[src/rtl/irq_ctl_pkg.sv]
package irq_ctl_pkg;

  localparam int CSR_W   = 16;
  localparam int VEC_W   = 7;
  localparam int PRIO_W  = 2;
  localparam int N_PINS  = 2;

  // Level sensing is in force when software picks it or a low-power mode is active.
  function automatic logic eff_level(input logic edge_sel, input logic low_pwr);
    return !edge_sel || low_pwr;
  endfunction

  // Assemble the readable word from its fields.
  function automatic logic [CSR_W-1:0] pack_csr(
    input logic              req_any,
    input logic [PRIO_W-1:0] prio,
    input logic [VEC_W-1:0]  vec,
    input logic              dis,
    input logic [N_PINS-1:0] lvl,
    input logic [N_PINS-1:0] mode
  );
    return {req_any, prio, vec, dis, 1'b1, lvl[1], lvl[0], mode[1], mode[0]};
  endfunction

endpackage

[src/rtl/irq_pin_sense.sv]
module irq_pin_sense #(
  parameter int SYNC_STAGES = 2
) (
  input  logic clk,
  input  logic rst_n,
  input  logic pin_n,
  input  logic edge_sel,
  input  logic low_pwr,
  input  logic ack_hit,
  output logic lvl,
  output logic fall,
  output logic pend,
  output logic req_raw
);
  import irq_ctl_pkg::*;

  logic [SYNC_STAGES-1:0] sync_q;
  logic                   prev_q;
  logic                   level_mode;

  always_ff @(posedge clk or negedge rst_n) begin
    if (!rst_n) begin
      sync_q <= '1;
      prev_q <= 1'b1;
    end else begin
      sync_q <= {sync_q[SYNC_STAGES-2:0], pin_n};
      prev_q <= sync_q[SYNC_STAGES-1];
    end
  end

  assign lvl        = sync_q[SYNC_STAGES-1];
  assign fall       = prev_q && !lvl;
  assign level_mode = eff_level(edge_sel, low_pwr);

  always_ff @(posedge clk or negedge rst_n) begin
    if (!rst_n) begin
      pend <= 1'b0;
    end else if (fall && !level_mode) begin
      pend <= 1'b1;
    end else if (ack_hit) begin
      pend <= 1'b0;
    end
  end

  assign req_raw = level_mode ? !lvl : pend;

endmodule

[src/rtl/irq_csr.sv]
module irq_csr
  import irq_ctl_pkg::*;
(
  input  logic              clk,
  input  logic              rst_n,
  input  logic              reg_wr,
  input  logic [CSR_W-1:0]  reg_wdata,
  input  logic              core_ack,
  input  logic [VEC_W-1:0]  core_vec,
  input  logic [PRIO_W-1:0] core_prio,
  input  logic [N_PINS-1:0] lvl,
  input  logic              req_any,
  output logic              dis,
  output logic [N_PINS-1:0] mode,
  output logic [CSR_W-1:0]  rdata
);

  logic [PRIO_W-1:0] prio_q;
  logic [VEC_W-1:0]  vec_q;
  logic              unused_wbits;

  assign unused_wbits = ^{reg_wdata[15:6], reg_wdata[4:2]};

  always_ff @(posedge clk or negedge rst_n) begin
    if (!rst_n) begin
      dis  <= 1'b0;
      mode <= '0;
    end else if (reg_wr) begin
      dis  <= reg_wdata[5];
      mode <= reg_wdata[N_PINS-1:0];
    end
  end

  always_ff @(posedge clk or negedge rst_n) begin
    if (!rst_n) begin
      prio_q <= '0;
      vec_q  <= '0;
    end else if (core_ack) begin
      prio_q <= core_prio;
      vec_q  <= core_vec;
    end
  end

  assign rdata = pack_csr(req_any, prio_q, vec_q, dis, lvl, mode);

endmodule

[src/rtl/irq_ctl_reg.sv]
module irq_ctl_reg #(
  parameter logic [6:0] VEC_A = 7'd8,
  parameter logic [6:0] VEC_B = 7'd9
) (
  input  logic        clk,
  input  logic        rst_n,
  input  logic        reg_wr,
  input  logic [15:0] reg_wdata,
  output logic [15:0] reg_rdata,
  input  logic        pin_a_n,
  input  logic        pin_b_n,
  input  logic        core_ack,
  input  logic [6:0]  core_vec,
  input  logic [1:0]  core_prio,
  input  logic        stop_mode,
  input  logic        wait_mode,
  output logic        irq_a_req,
  output logic        irq_b_req
);
  import irq_ctl_pkg::*;

  logic [N_PINS-1:0] pins_n, lvl, fall, pend, req_raw, ack_hit, mode;
  logic [VEC_W-1:0]  pin_vec [N_PINS];
  logic              low_pwr, dis, req_any;

  assign pins_n     = {pin_b_n, pin_a_n};
  assign pin_vec[0] = VEC_A;
  assign pin_vec[1] = VEC_B;
  assign low_pwr    = stop_mode || wait_mode;

  for (genvar i = 0; i < N_PINS; i++) begin : g_pin
    assign ack_hit[i] = core_ack && (core_vec == pin_vec[i]);
    irq_pin_sense #(.SYNC_STAGES(2)) u_sense (
      .clk      (clk),
      .rst_n    (rst_n),
      .pin_n    (pins_n[i]),
      .edge_sel (mode[i]),
      .low_pwr  (low_pwr),
      .ack_hit  (ack_hit[i]),
      .lvl      (lvl[i]),
      .fall     (fall[i]),
      .pend     (pend[i]),
      .req_raw  (req_raw[i])
    );
  end

  assign irq_a_req = req_raw[0] && !dis;
  assign irq_b_req = req_raw[1] && !dis;
  assign req_any   = irq_a_req || irq_b_req;

  irq_csr u_csr (
    .clk       (clk),
    .rst_n     (rst_n),
    .reg_wr    (reg_wr),
    .reg_wdata (reg_wdata),
    .core_ack  (core_ack),
    .core_vec  (core_vec),
    .core_prio (core_prio),
    .lvl       (lvl),
    .req_any   (req_any),
    .dis       (dis),
    .mode      (mode),
    .rdata     (reg_rdata)
  );

endmodule

[config.mk]
export PLATFORM = sky130hd
export DESIGN_NAME = irq_ctl_reg
export DESIGN_NICKNAME = d
export VERILOG_FILES = /design/src/rtl/irq_ctl_pkg.sv /design/src/rtl/irq_pin_sense.sv /design/src/rtl/irq_csr.sv /design/src/rtl/irq_ctl_reg.sv
export SDC_FILE = /design/constraint.sdc
export NUM_CORES = 1
export LEC_CHECK = 0
export BUFFER_PORTS_ARGS = -buffer_cell sky130_fd_sc_hd__buf_2
export CORE_MARGIN = 2
export CORE_UTILIZATION = 44
export CTS_CLUSTER_DIAMETER = 100
export DETAILED_ROUTE_END_ITERATION = 12
export PLACE_DENSITY = 0.82
export SLEW_MARGIN = 20
export SYNTH_ARGS = -nofsm -noshare
export SYNTH_HDL_FRONTEND = slang
export SYNTH_SLANG_ARGS = --single-unit
[constraint.sdc]
create_clock -name clk -period 3.1 [get_ports clk]
set_input_delay 0.62 -clock clk [delete_from_list [all_inputs] [get_ports clk]]
set_output_delay 0.62 -clock clk [all_outputs]
set_load 0.005 [all_outputs]
Word level (Yosys, flattened, before mapping)
Cells that the tools add are included.
- register bits: 20
- input port bits: 33
- output and inout bits: 18
- logic and storage cells: 39
- equal/unequal tests: 2
- mux-type cells: 6
- reductions and logical operators: 21
- operators with widths (cell ; count):
    7-bit by 4-bit equality test with 1-bit output (second input constant) ; 2
    1-bit logical AND ; 8
    1-bit zero test ; 7
    1-bit 2-to-1 mux ; 6
    1-bit logical OR ; 4
    2-bit nonzero test ; 2

Depth between registers and ports, before layout
Gate-level depths: netlist (run 1).
- word-level depth: 5
- depth in mapped cells: 4
- gate-level depth less buffers: 3

By module
Synthesis (run 1) repeated with hierarchy kept, for this count alone.
- cells, all modules: 62
- area total of the unflattened synthesis: 904.6 µm²
- modules (own cells, without submodules) (module ; instances ; cells an instance ; area each (µm²) ; seq. area each (µm²)):
    irq_csr ; 1 ; 33 ; 536.8 ; 300.3
    irq_pin_sense ; 2 ; 10 ; 155.1 ; 103.8
    irq_ctl_reg ; 1 ; 9 ; 57.6 ; 0.0

Least setup slack after synthesis (run 1)
OpenSTA, ideal clock, no wires.
- kind: input to output
- from: in wait_mode
- to: out reg_rdata[15]
- arrival time: 1510 ps
- required time: 2480 ps
- path slack: 970 ps
- stages on the path: 4
- buffers on the path: 1
- cell sequence: or3b_4 > a211oi_2 > o21bai_1 > buf_4
- cells in the longest elaborated chain, start to end: 5
- elaborated cells between the ends (all ways): 8
- those cells by class: mux (2); reduce/logical (6)
- ends and longest elaborated chain (element ; line ; source):
    start, declared ; irq_ctl_reg.sv:16 ; input logic wait_mode,
    1-bit logical OR ; irq_ctl_reg.sv:29 ; assign low_pwr = stop_mode || wait_mode;
    1-bit logical OR ; irq_ctl_pkg.sv:10 ; return !edge_sel || low_pwr;
    1-bit 2-to-1 mux ; irq_pin_sense.sv:45 ; assign req_raw = level_mode ? !lvl : pend;
    1-bit logical AND ; irq_ctl_reg.sv:48 ; assign irq_b_req = req_raw[1] && !dis;
    named net irq_b_req ; irq_ctl_reg.sv:18 ; output logic irq_b_req
    1-bit logical OR ; irq_ctl_reg.sv:49 ; assign req_any = irq_a_req || irq_b_req;
    end, declared ; irq_ctl_reg.sv:9 ; output logic [15:0] reg_rdata,
The timed path passes the listed nets, and every way through them passes these cells.

Worst setup path after layout (run 1)
- from: in wait_mode
- to: out reg_rdata[15]
- cells in the longest elaborated chain, start to end: 5
- elaborated cells between the ends (all ways): 8
- those cells by class: mux (2); reduce/logical (6)
- ends and longest elaborated chain (element ; line):
    1-bit logical OR * ; irq_ctl_reg.sv:29
    1-bit logical OR ; irq_ctl_pkg.sv:10
    1-bit 2-to-1 mux ; irq_pin_sense.sv:45
    1-bit logical AND, on equally long branches ; irq_ctl_reg.sv:47, irq_ctl_reg.sv:48
    1-bit logical OR * ; irq_ctl_reg.sv:49
Every way passes the cells marked *; elsewhere a longest branch is shown, timed or not.

==> results of run 1 <==
[report_power, final]
| group | switching, mW | leakage [nW] | internal [mW] |
|---|---|---|---|
| sequential | 0.0115 | 0.221 | 0.284 |
| clock | 0.0741 | 0.0279 | 0.131 |
| combinational | 0.0302 | 0.228 | 0.0424 |
| total | 0.116 | 0.477 | 0.457 |
[cell usage after synthesis (all sizes together)]
| cell type | instances | area [sq um] |
|---|---|---|
| mux2i | 1 | 10.0 |
| dfstp | 6 | 158 |
| buf | 8 | 60.1 |
| mux2 | 12 | 135 |
| nor4b | 2 | 23.8 |
| o21bai | 1 | 7.51 |
| nand3 | 1 | 5.00 |
| nor2 | 2 | 7.51 |
| nor2b | 1 | 6.26 |
| a32o | 1 | 10.0 |
| nor3b | 2 | 15.0 |
| a21o | 1 | 7.51 |
| conb | 1 | 3.75 |
| dfrtp | 14 | 350 |
| inv | 1 | 3.75 |
| a211o | 1 | 8.76 |
| a211oi | 1 | 12.5 |
| or3b | 1 | 11.3 |
[path summary, 6_finish.rpt]
check | start | endpoint | slack (ns) | cells past startpoint
setup / recovery | wait_mode | reg_rdata[15] | 0.81 | 5
hold reg to reg | g_pin[0].u_sense.sync_q[0]$_DFF_PN1_ | g_pin[0].u_sense.sync_q[1]$_DFF_PN1_ | 0.36 | 0
setup reg to reg | u_csr.mode[1]$_DFFE_PN0P_ | g_pin[1].u_sense.pend$_DFFE_PN0P_ | 1.89 | 3
min in group clk | g_pin[0].u_sense.sync_q[0]$_DFF_PN1_ | g_pin[0].u_sense.sync_q[1]$_DFF_PN1_ | 0.36 | 0
hold / removal | rst_n | g_pin[1].u_sense.pend$_DFFE_PN0P_ | 0.25 | 1
max in group asynchronous | rst_n | g_pin[1].u_sense.prev_q$_DFF_PN1_ | 2.52 | 1
[layout make-up]
type | count | share of cell area (%)
Multi-Input combinational cell | 28 | 25.4
Clock buffer | 3 | 2.17
Inverter | 1 | 0.361
Clock inverter | 1 | 2.89
Sequential cell | 20 | 48.9
Tap cell | 25 | 3.01
Timing Repair Buffer | 36 | 17.3
[through the flow]
step,util (%),instances,power (mW),hold slack [ns]
after floorplan,-,57,0.341,0.324
after global placement,56.0,110,0.370,0.346
after detailed placement,56.0,110,0.375,0.347
after CTS,58.9,114,0.580,0.256
after global routing,58.9,114,0.596,0.272
final,58.9,114,0.573,0.253
[per-layer routing]
metal	wire length [um]	part of all wire, %
met5	0	0
met4	17	1.2
met3	60	4.2
met2	793	55
met1	562	39
[state kept, by name (all words and copies together) (netlist names)]
register,flops
u_csr.vec_q,7
g_pin.u_sense.sync_q,4
g_pin.u_sense.pend,2
g_pin.u_sense.prev_q,2
u_csr.mode,2
u_csr.prio_q,2
u_csr.dis,1
[cells by family (layout without fill, tap and decap cells)]
family	count (synthesis)	in the layout	synth area share [%]
AND/OR/NAND/NOR	9	9	8.23
buffers and inverters	9	41	7.63
flip-flops	20	20	60.8
multiplexers	13	13	17.4
AO/OA/AOI/OAI	5	5	5.54
other	1	1	0.449
[worst max-delay path: cells and delay by family]
kind / cells / cell delay, ns
AOI/OAI and AO/OA: 2 / 0.42
buffers and inverters: 2 / 0.23
and+or+nand+nor: 1 / 0.40
==> reports/qor_table.md, run 1 <==
| Parameter | Reported | Unit |
|:---|:---|:---|
| DIE AREA | 2260 | sq um |
| Busiest grt layer | met2 | - |
| DP Worst Slack | 0.800 | ns |
| Number of I/O port buffers | 36 | - |
| Insertion delay of the later-clocked pin in the worst-skew pair | 0.29 | ns |
| DR DRC count | 0 | - |
| DR pass1 iterations | 3 | - |
| Crit Path Category | in2out | - |
| CP endpoint kind | output port | - |
| Biggest fanout along the worst timing path | 3 | - |
| Unrepaired setup endpoints after global routing | no | - |
| DR iter-0 viols | 1 | - |
| Leakage Power | 0.477 | nW |
| Clock root buffer | sky130_fd_sc_hd__clkbuf_4 | - |
| Remaining antenna violation count after routing | 0 | - |
| Die Ht | 47.6 | um |
| Setup TNS Final | 0 | ns |
| Global-route total usage across every layer | 14.3 | % |
| GP Congestion | 0.690 | - |
| Layout cells sized above 1 | 68.5 | % |
| Starting density of the core | 47.4 | % |
| Initial antenna violation count | 0 | - |
| Share of the clock period used by the worst path | 73.9 | % |
| Worst-case vdd ir drop | 0.349 | mV |
| Placeable core area | 1760 | sq um |
| Final period demand of the worst path | 2.29 | ns |
| Filler Cell Count | 165 | - |
| Worst Setup Start Kind | input port | - |
| CTS tree | built | - |
| Routed via count | 551 | - |
| Synth Warn # | 0 | - |
| Yosys reg bits | 20 | - |
| Met1 usage in global routing | 16.3 | % |
| Number of global-route vias before repair | 507 | - |
| Bufs on Longest Clock Path | 2 | - |
| Number of hold buffers added after cts | 0 | - |
| Highest clock frequency the design can meet | 0.437 | GHz |
| Flip-flop and latch area | 508 | sq um |
| Maximum clock skew at final layout | 0.00363 | ns |
| Total nets after synthesis | 90 | - |
| H-tree levels | 1 | - |
| Mean routed wirelength per cell | 12.6 | um |
| GR Overflow Total | 0 | - |
| Number of buffers added by the clock tree synthesis step | 3 | - |
| Slowest cell on the critical path | sky130_fd_sc_hd__or3b_4 | - |
| Gates resized, CTS repair | 0 | - |
| Met2 layer usage reported by global route | 25.4 | % |
| Delay contributed by the slowest stage of the critical path | 0.40 | ns |
| Worst endpoint required time | 2.48 | ns |
| # Post-CTS Setup Buffers | 0 | - |
| Sink Count | 20 | - |
| Count of distinct cell types in the synthesized netlist | 19 | - |
| Area of the multi-input gates | 264 | sq um |
| Placed cell areas | 987 | sq um |
| Boundary Pins | 51 | - |
| Final worst-path setup slack | 0.809 | ns |
| Mean Syn Cell Area | 14.7 | sq um |
| Row count | 15 | - |
| Post-route cell area | 1040 | sq um |
| Die span in x | 47.6 | um |
| Number of cells produced by synthesis | 57 | - |
| Antenna diodes | 0 | - |
| Relative area change from synthesis to final layout | 24.4 | % |
| Clock transition time at the flip-flop clock pins of the worst setup and hold paths | 0.11 | ns |
| Cell with the most instances on the worst path | sky130_fd_sc_hd__buf_2 | - |
| Post-synthesis cell area | 836 | sq um |
| Reported max-cap violation count | 0 | - |
| Proportion of synthesized chip area in sequential cells | 60.8 | % |
| Met3 capacity usage during global routing | 2.26 | % |
| Pin count of the biggest net entering global routing | 21 | - |
| Most common cell after layout, fill and taps aside | sky130_fd_sc_hd__buf_2 | - |
| Most used cells in the layout excluding fill and tap cells | sky130_fd_sc_hd__buf_2, sky130_fd_sc_hd__dfrtp_1, sky130_fd_sc_hd__mux2_2, sky130_fd_sc_hd__dfstp_2, sky130_fd_sc_hd__clkbuf_4 | - |
| Final number of setup-violating endpoints | 0 | - |
| Arr. time, crit path | 1.67 | ns |
| Type of the worst min-delay path | in2async | - |
| Wire length reported by the detailed router | 1.43 | mm |
| Cell-by-cell trace of the critical path | buf_2, or3b_4, a211oi_2, o21bai_1, buf_2 | - |
| Global-route wire length before repair | 2.15 | mm |
| Vias per inst | 4.83 | - |
| Max-slew violation count | 0 | - |
| Power per Cell Area | 551 | nW/um^2 |
| Status | complete, no violations | - |
| Nets | 123 | - |
| Final Hold Fails | 0 | - |
Power figures use the tool's default switching activity.
==> run 2: changes to the inputs <==
--- a/config.mk
+++ b/config.mk
@@ -7,10 +7,10 @@
 export LEC_CHECK = 0
 export BUFFER_PORTS_ARGS = -buffer_cell sky130_fd_sc_hd__buf_2
 export CORE_MARGIN = 2
-export CORE_UTILIZATION = 44
+export CORE_UTILIZATION = 41
 export CTS_CLUSTER_DIAMETER = 100
 export DETAILED_ROUTE_END_ITERATION = 12
-export PLACE_DENSITY = 0.82
+export PLACE_DENSITY = 0.77
 export SLEW_MARGIN = 20
 export SYNTH_ARGS = -nofsm -noshare
 export SYNTH_HDL_FRONTEND = slang
==> constraint.sdc (replaced) <==
create_clock -name clk -period 2.3 [get_ports clk]
set_input_delay 0.46 -clock clk [delete_from_list [all_inputs] [get_ports clk]]
set_output_delay 0.46 -clock clk [all_outputs]
set_load 0.005 [all_outputs]
==> reports/qor_table.md, run 2 (synthesis results as in run 1) <==
| Parameter | Reported | Unit |
|:---|:---|:---|
| Unrepaired setup endpoints after global routing | no | - |
| Status | complete, no violations | - |
| Worst reg-to-reg setup slack | 1.11 | ns |
| Worst Setup Start Kind | register | - |
| Insertion delay of the later-clocked pin in the worst-skew pair | 0.29 | ns |
| Count of cell instances traversed by the critical path | 4 | - |
| Routed via count | 533 | - |
| Sink Count | 20 | - |
| Reported max-cap violation count | 0 | - |
| Placeable core area | 1940 | sq um |
| Gates resized, CTS repair | 0 | - |
| Number of hold buffers added after cts | 0 | - |
| Nets | 123 | - |
| Row count | 16 | - |
| Biggest fanout along the worst timing path | 4 | - |
| Type of the worst min-delay path | in2async | - |
| Global-route wire length before repair | 2.40 | mm |
| Final worst-path setup slack | 0.248 | ns |
| Initial antenna violation count | 0 | - |
| DP Worst Slack | 0.367 | ns |
| Detail Placement HPWL | 1.14 | mm |
| Highest clock frequency the design can meet | 0.487 | GHz |
| Regs by FF count | u_csr.vec_q x7, g_pin.u_sense.sync_q x4 | - |
| DR DRC count | 0 | - |
| DR iter-0 viols | 0 | - |
| Maximum clock skew at final layout | 0.000976 | ns |
| Flip-flop count of the largest register, all copies and words added | 7 | - |
| CP endpoint kind | output port | - |
| # Post-CTS Setup Buffers | 0 | - |
| Power per Cell Area | 746 | nW/um^2 |
| R2r startpoint | u_csr.mode[1]$_DFFE_PN0P_ | - |
| Arr. time, crit path | 1.59 | ns |
| Slowest cell on the critical path | sky130_fd_sc_hd__or3b_4 | - |
| Antenna diodes | 0 | - |
| Layout cells sized above 1 | 68.5 | % |
| H-tree levels | 1 | - |
| Final Hold Fails | 0 | - |
| Crit-path leading delay family | simple AND/OR/NAND/NOR gates | - |
| Placed cell areas | 990 | sq um |
| Clock transition time at the flip-flop clock pins of the worst setup and hold paths | 0.11 | ns |
| Mean routed wirelength per cell | 12.4 | um |
| Most common cell after layout, fill and taps aside | sky130_fd_sc_hd__buf_2 | - |
| Number of global-route vias before repair | 561 | - |
| Clock root buffer | sky130_fd_sc_hd__clkbuf_4 | - |
| Die span in x | 49.2 | um |
| GR Overflow Total | 0 | - |
| DR pass1 iterations | 1 | - |
| DIE AREA | 2420 | sq um |
| Cell-by-cell trace of the critical path | or3b_4, a211oi_2, o21bai_1, buf_2 | - |
| Boundary Pins | 51 | - |
| CTS tree | built | - |
| Delay contributed by the slowest stage of the critical path | 0.41 | ns |
| Total power | 0.778 | mW |
| Worst-case vdd ir drop | 0.577 | mV |
| Wire length reported by the detailed router | 1.44 | mm |
| Worst endpoint required time | 1.84 | ns |
| Most used cells in the layout excluding fill and tap cells | sky130_fd_sc_hd__buf_2, sky130_fd_sc_hd__dfrtp_1, sky130_fd_sc_hd__mux2_2, sky130_fd_sc_hd__dfstp_2, sky130_fd_sc_hd__clkbuf_4 | - |
| Count of cells along the worst register-to-register path | 3 | - |
| Pin count of the biggest net entering global routing | 21 | - |
| Setup TNS Final | 0 | ns |
| Bufs on Longest Clock Path | 2 | - |
| Post-route cell area | 1040 | sq um |
| Relative area change from synthesis to final layout | 24.7 | % |
| Die Ht | 49.2 | um |
| Number of I/O port buffers | 36 | - |
| Capture instance of the worst register-to-register path | g_pin[1].u_sense.pend$_DFFE_PN0P_ | - |
| Worst path bufs/invs | 1 | - |
| GP Congestion | 0.702 | - |
| Final number of setup-violating endpoints | 0 | - |
| Share of the clock period used by the worst path | 89.2 | % |
| Final period demand of the worst path | 2.05 | ns |
| Crit Path Category | reg2out | - |
| Leakage Power | 0.477 | nW |
| Max-slew violation count | 0 | - |
| Register with the highest flop count | u_csr.vec_q | - |
| Number of buffers added by the clock tree synthesis step | 3 | - |
| Remaining antenna violation count after routing | 0 | - |
| Global-route total usage across every layer | 13.3 | % |
| Vias per inst | 4.59 | - |
| Starting density of the core | 43.0 | % |
-- run 2: cell counts in the layout (fill, tap and decap cells not counted) --
Identical to the previous run, type by type.
-- run 2: layout make-up --
type                       count  area, sq um
fill                         180          900
sequential                    20          508
multi-input combinational     28          264
timing repair buffer          36          180
tap                           27         33.8
clock inverter                 1         30.0
clock buffer                   3         22.5
inverter                       1         3.75
-- run 2: power breakdown --
| part | leakage [nW] | internal (mW) | switching, mW | total [mW] |
|---|---|---|---|---|
| sequential | 0.221 | 0.382 | 0.0148 | 0.397 |
| combinational | 0.228 | 0.0572 | 0.0414 | 0.0986 |
| clock | 0.0279 | 0.176 | 0.106 | 0.282 |
| total | 0.477 | 0.616 | 0.162 | 0.778 |
-- run 2: worst max path at each step --
stage                                      startpoint            end
floorplan                                   wait_mode  reg_rdata[15]
global placement                            wait_mode  reg_rdata[15]
detailed placement                          wait_mode  reg_rdata[15]
CTS                         u_csr.mode[1]$_DFFE_PN0P_  reg_rdata[15]
global route        g_pin[1].u_sense.pend$_DFFE_PN0P_  reg_rdata[15]
finish                      u_csr.mode[1]$_DFFE_PN0P_  reg_rdata[15]
-- run 2: per-layer routing --
layer	share of wire (%)	routed length, um	GRT usage, %
met5	0	0	0
met4	1.5	21	8.57
met3	3.5	51	2.15
met2	55	789	22.5
met1	40	574	15.4
-- run 2: worst reg2reg max path, cell delays in order (launching register included) --
cell	delay, ns
sky130_fd_sc_hd__dfrtp_1	0.40
sky130_fd_sc_hd__or3b_4	0.41
sky130_fd_sc_hd__nor3b_1	0.21
sky130_fd_sc_hd__a211o_1	0.12
-- run 2: metrics by stage --
stage / utilization (%) / hold WS [ns] / std cells
final: 53.7 / 0.0795 / 116
after global routing: 53.7 / 0.111 / 116
after CTS: 53.7 / 0.0940 / 116
after detailed placement: 51.0 / 0.350 / 112
after global placement: 51.0 / 0.346 / 112
after floorplan: - / 0.164 / 57
